`config.mk`:
```
export PLATFORM = sky130hd
export DESIGN_NAME = alu4_reg
export DESIGN_NICKNAME = d
export VERILOG_FILES = /design/src/rtl/alu4_pkg.sv /design/src/rtl/alu4_fa.sv /design/src/rtl/alu4_ctrl.sv /design/src/rtl/alu4_datapath.sv /design/src/rtl/alu4_reg.sv
export SDC_FILE = /design/constraint.sdc
export NUM_CORES = 1
export LEC_CHECK = 0
export BUFFER_PORTS_ARGS = -buffer_cell sky130_fd_sc_hd__buf_4
export CAP_MARGIN = 15
export CORE_MARGIN = 10
export CORE_UTILIZATION = 56
export CTS_CLUSTER_SIZE = 25
export DETAILED_ROUTE_END_ITERATION = 12
export GPL_TIMING_DRIVEN = 0
export PLACE_DENSITY_LB_ADDON = 0.08
export SLEW_MARGIN = 0
export SYNTH_ARGS = -nofsm -noshare
export SYNTH_HDL_FRONTEND = slang
export SYNTH_SLANG_ARGS = --single-unit
```
`constraint.sdc`:
```
create_clock -name clk -period 6.1 [get_ports clk]
set_input_delay 1.22 -clock clk [delete_from_list [all_inputs] [get_ports clk]]
set_output_delay 1.22 -clock clk [all_outputs]
set_load 0.01 [all_outputs]
```
`src/rtl/alu4_pkg.sv`:
```
package alu4_pkg;
  // Strobes from the opcode decoder to the datapath
  typedef struct packed {
    logic bZero;    // second operand forced to zero
    logic bPass;    // second operand passed unchanged
    logic bInv;     // second operand inverted
    logic bOnes;    // second operand forced to all ones
    logic isLogic;  // result taken from bitwise unit
    logic opXor;
    logic opOr;
    logic opAnd;
    logic opNot;
    logic cinEff;   // carry fed into bit 0 of the adder
  } aluStrobes_t;
endpackage

```
`src/rtl/alu4_fa.sv`:
```
module alu4_fa (
  input  logic x,
  input  logic y,
  input  logic ci,
  output logic s,
  output logic co
);
  always_comb begin
    s  = x ^ y ^ ci;
    co = (x & y) | (ci & (x ^ y));
  end
endmodule

```
`src/rtl/alu4_ctrl.sv`:
```
module alu4_ctrl
  import alu4_pkg::*;
(
  input  logic        clk,
  input  logic        rst,
  input  logic        modeLogic,
  input  logic [1:0]  sel,
  input  logic        carryIn,
  output aluStrobes_t st
);
  always_comb begin
    st = '0;
    if (!modeLogic) begin
      st.cinEff = carryIn;
      unique case (sel)
        2'b00:   st.bZero = 1'b1;
        2'b01:   st.bPass = 1'b1;
        2'b10:   st.bInv  = 1'b1;
        default: st.bOnes = 1'b1;
      endcase
    end else begin
      st.isLogic = 1'b1;
      unique case (sel)
        2'b00:   st.opXor = 1'b1;
        2'b01:   st.opOr  = 1'b1;
        2'b10:   st.opAnd = 1'b1;
        default: st.opNot = 1'b1;
      endcase
    end
  end

  // exactly one operand conditioning form in arithmetic mode
  p_bsel_single_r2: assert property (@(posedge clk) disable iff (rst)
    !st.isLogic |-> ($countones({st.bZero, st.bPass, st.bInv, st.bOnes}) == 1
                     && $countones({st.opXor, st.opOr, st.opAnd, st.opNot}) == 0));

  // logic mode feeds no carry and picks exactly one bitwise op
  p_logic_no_cin_r5: assert property (@(posedge clk) disable iff (rst)
    st.isLogic |-> (!st.cinEff
                    && $countones({st.opXor, st.opOr, st.opAnd, st.opNot}) == 1));
endmodule

```
`src/rtl/alu4_datapath.sv`:
```
module alu4_datapath
  import alu4_pkg::*;
#(
  parameter int W = 4
) (
  input  logic         clk,
  input  logic         rst,
  input  logic [W-1:0] aIn,
  input  logic [W-1:0] bIn,
  input  aluStrobes_t  st,
  output logic [W-1:0] res,
  output logic         cOut
);
  localparam int SW = W + 1;

  logic [W-1:0] bx;
  logic [W-1:0] sum;
  logic [W:0]   chain;
  logic [W-1:0] logicRes;

  // operand conditioning
  always_comb begin
    bx = ({W{st.bPass}} & bIn) | ({W{st.bInv}} & ~bIn) | {W{st.bOnes}};
  end

  assign chain[0] = st.cinEff;

  genvar i;
  generate
    for (i = 0; i < W; i++) begin : g_rip
      alu4_fa u_fa (
        .x (aIn[i]),
        .y (bx[i]),
        .ci(chain[i]),
        .s (sum[i]),
        .co(chain[i+1])
      );
    end
  endgenerate

  // bitwise unit
  always_comb begin
    logicRes = ({W{st.opXor}} & (aIn ^ bIn))
             | ({W{st.opOr}}  & (aIn | bIn))
             | ({W{st.opAnd}} & (aIn & bIn))
             | ({W{st.opNot}} & ~aIn);
  end

  // final select
  always_comb begin
    res  = st.isLogic ? logicRes : sum;
    cOut = st.isLogic ? 1'b0 : chain[W];
  end

  // the ripple chain agrees with a plain wide sum
  p_ripple_sum_r9: assert property (@(posedge clk) disable iff (rst)
    !st.isLogic |-> ({chain[W], sum} ==
                     (SW'(aIn) + SW'(bx) + SW'(st.cinEff))));
endmodule

```
`src/rtl/alu4_reg.sv`:
```
module alu4_reg
  import alu4_pkg::*;
#(
  parameter int W = 4
) (
  input  logic         clk,
  input  logic         rst,
  input  logic [W-1:0] opA,
  input  logic [W-1:0] opB,
  input  logic         modeLogic,
  input  logic [1:0]   sel,
  input  logic         carryIn,
  output logic [W-1:0] result,
  output logic         carryOut
);
  logic [W-1:0] aR, bR;
  logic         mR, cR;
  logic [1:0]   sR;
  aluStrobes_t  strobes;
  logic [W-1:0] dpRes;
  logic         dpCarry;

  // input bank
  always_ff @(posedge clk) begin
    if (rst) begin
      aR <= '0; bR <= '0; mR <= 1'b0; sR <= '0; cR <= 1'b0;
    end else begin
      aR <= opA; bR <= opB; mR <= modeLogic; sR <= sel; cR <= carryIn;
    end
  end

  alu4_ctrl u_ctrl (
    .clk      (clk),
    .rst      (rst),
    .modeLogic(mR),
    .sel      (sR),
    .carryIn  (cR),
    .st       (strobes)
  );

  alu4_datapath #(.W(W)) u_dp (
    .clk (clk),
    .rst (rst),
    .aIn (aR),
    .bIn (bR),
    .st  (strobes),
    .res (dpRes),
    .cOut(dpCarry)
  );

  // output bank
  always_ff @(posedge clk) begin
    if (rst) begin
      result   <= '0;
      carryOut <= 1'b0;
    end else begin
      result   <= dpRes;
      carryOut <= dpCarry;
    end
  end

  // reset clears the output bank
  p_reset_clears_r1: assert property (@(posedge clk)
    rst |=> (result == '0 && !carryOut));

  // a logic op in the input bank never yields a carry
  p_logic_carry_zero_r6: assert property (@(posedge clk) disable iff (rst)
    mR |=> !carryOut);

  // input bank follows the ports one edge later
  p_input_capture_r7: assert property (@(posedge clk) disable iff (rst)
    !rst |=> (aR == $past(opA) && bR == $past(opB) && mR == $past(modeLogic)));
endmodule

```
==> qor.yml <==
grt_pass1_vias: 767
period_needed_ns: 2.80
yosys_warnings: 0
status: "completed"
synth-async-reset-ratio_pct: 0
synth_top_area_cell: "dfxtp_1"
tns_ns: 0
hold_depth: 2
peakVddDrop_mv: 0.155
cp_slowest_cell: "fa_1"
synth-simple-area-share_pct: 22.6
cts_buffers: 3
drv_slew: 0
dp.final_hpwl_mm: 1.36
antenna-diode-count: 0
crit_required_ns: 6.30
area_growth_pct: 19.4
dr.pass1.iters: 4
ys_top_cells_by_area: "dfxtp_1 36%, ha_1 11%, nor2b_1 8.6%"
relSlewSlack_pct: 70.8
holdCritPathClass: "reg -> reg"
synthDistinctLibCells: 24
drive_gt1_share_pct: 27.7
crit_top_cell: "fa_1"
hold_viol_final: 0
finalWirelength_mm: 1.86
crit_path_start_kind: "flip-flop"
path_class: "reg -> reg"
grtUsageTotal_pct: 11.2
num-nets-final: 146
path_cells: "buf_4, buf_4, mux2i_1, nor2_1, fa_1, inv_1, fa_1, fa_1, inv_1, fa_1, o22ai_1, nor3_1"
cts_sinks: 17
cts-root-buf: "clkbuf_4"
maxCapViolCount: 0
cts-resized-gates: 0
avgSynthCellArea_sq_um: 9.70
synthXorXnorAreaFrac_pct: 0
cts_tree: "built"
arrival_ns: 2.99
netlist.area_leader.share_pct: 36.2
synth_area_sq_um: 941
row_count: 14
portBuffers: 18
dieArea_sq_um: 3720
grt_pass1_wl_mm: 3.21
die_width_um: 61.0
dp.cells: 131
synth.net_count: 123
htreeDepth: 1
max_freq_mhz: 358
yosysSeqAreaShare_pct: 36.2
postCtsSetupRepairBufs: 0
synth_compound_area_share_pct: 9.57
ys.flop_type: "dfxtp_1"
clock_latency_ns: 0.29
synth_commonest_cells: "17 x dfxtp_1, 13 x nor2b_1, 11 x inv_1"
fin_skew_ns: 0.00148
crit_path_end_kind: "flip-flop"
hold_buffers: 0
p_leak_nw: 0.538
worstMarginPinSlew_ns: 0.438
synth_edf_count: 0
ys_seq_elements: 17
clkTransAtPathRegs_ns: 0.10
finalPower_mw: 0.232
synth-adder-area-share_pct: 19.1
start_util_pct: 61.0
avgViaCountPerCell: 5.35
antenna_found_initial: 0
rsz0062_at_grt: "false"
synth_top_family_by_area: "simple AND/OR/NAND/NOR gates"
drcViolationCount: 0
reg2reg_depth: 12
first_iter_violations: 6
clk_path_buf_depth: 2
power_density_nw_per_um2: 206
stdcell_count: 135
n_fill_cell: 131
synthCells: 97
synth_mux_area_share_pct: 4.26
grt_max_degree: 11
antenna_left: 0
worst-path-max-fanout: 10
critPathMaxStageDelay_ns: 0.42
fin_crit_sh_pct: 45.8
grt.overflow.total: 0
via_count: 722
detail_route.wl_per_cell_um: 13.7
core_sq_um: 1540
gp_congestion: 0.802
die_height_um: 61.0
yosysMostFrequentCell: "dfxtp_1"
setup_viol: 0
ios: 19
critical path: cells and delay by family (launching register included):
kind | cells | cell delay, ns
buffers and inverters | 4 | 0.50
multiplexers | 1 | 0.09
AND/OR/NAND/NOR | 2 | 0.22
adder cells (fa/ha/maj) | 4 | 1.42
AO/OA/AOI/OAI | 1 | 0.15
flip-flops | 1 | 0.32
placed cells by master (no fill, tap or decap), types with 4 or more instances in the layout:
cell type	count
mux2i_1	4
inv_1	11
fa_1	4
nor2b_1	13
ha_1	8
buf_4	21
or2_2	4
dfxtp_1	17
nand2b_1	5
nor3_1	4
where the power goes:
group          switching, mW  internal [mW]
combinational         0.0222         0.0263
clock                 0.0365         0.0244
sequential           0.00399          0.118
metrics by stage:
stage | setup WS (ns) | hold slack (ns) | area, sq um | util (%)
final | 3.30 | 0.656 | 1120 | 72.9
after global routing | 3.17 | 0.698 | 1120 | 72.9
after CTS | 3.29 | 0.641 | 1120 | 72.9
after detailed placement | 3.35 | 0.619 | 1100 | 71.1
after global placement | 3.34 | 0.616 | 1100 | 71.1
after floorplan | 3.52 | 0.570 | 941 | -
flip-flops by register name (all words and copies together) (netlist names):
signal / count
aR: 4
bR: 4
result: 4
sR: 2
cR: 1
carryOut: 1
mR: 1
logic make-up (layout without fill, tap and decap cells):
family	Yosys count	in the layout
AO/OA/AOI/OAI	11	11
adder cells (fa/ha/maj)	12	12
buffers and inverters	17	39
flip-flops	17	17
multiplexers	4	4
AND/OR/NAND/NOR	36	36
layout make-up:
class                           instances  area [sq um]  area share, %
Clock inverter                          1          5.00          0.445
Buffer                                  6          36.3           3.23
Tap cell                               16          20.0           1.78
Multi-Input combinational cell         63           523           46.5
Inverter                               11          41.3           3.67
Timing Repair Buffer                   18           135           12.0
Sequential cell                        17           340           30.3
Clock buffer                            3          22.5           2.00
path summary, 6_finish.rpt:
check / start / endpoint / slack (ns)
worst min register to register: aR[2] / result[2] / 0.66
worst max register to register: sR[0] / result[3] / 3.30
worst min-delay path: aR[2] / result[2] / 0.66
worst max-delay path: sR[0] / result[3] / 3.30
metal layers:
layer,global-route usage (%),vias up,wire (um)
li1,-,355,-
met1,12.2,343,835
met2,18.8,19,894
met3,3.97,5,95
met4,5.33,0,29
met5,0,-,0
Power figures use the tool's default switching activity.
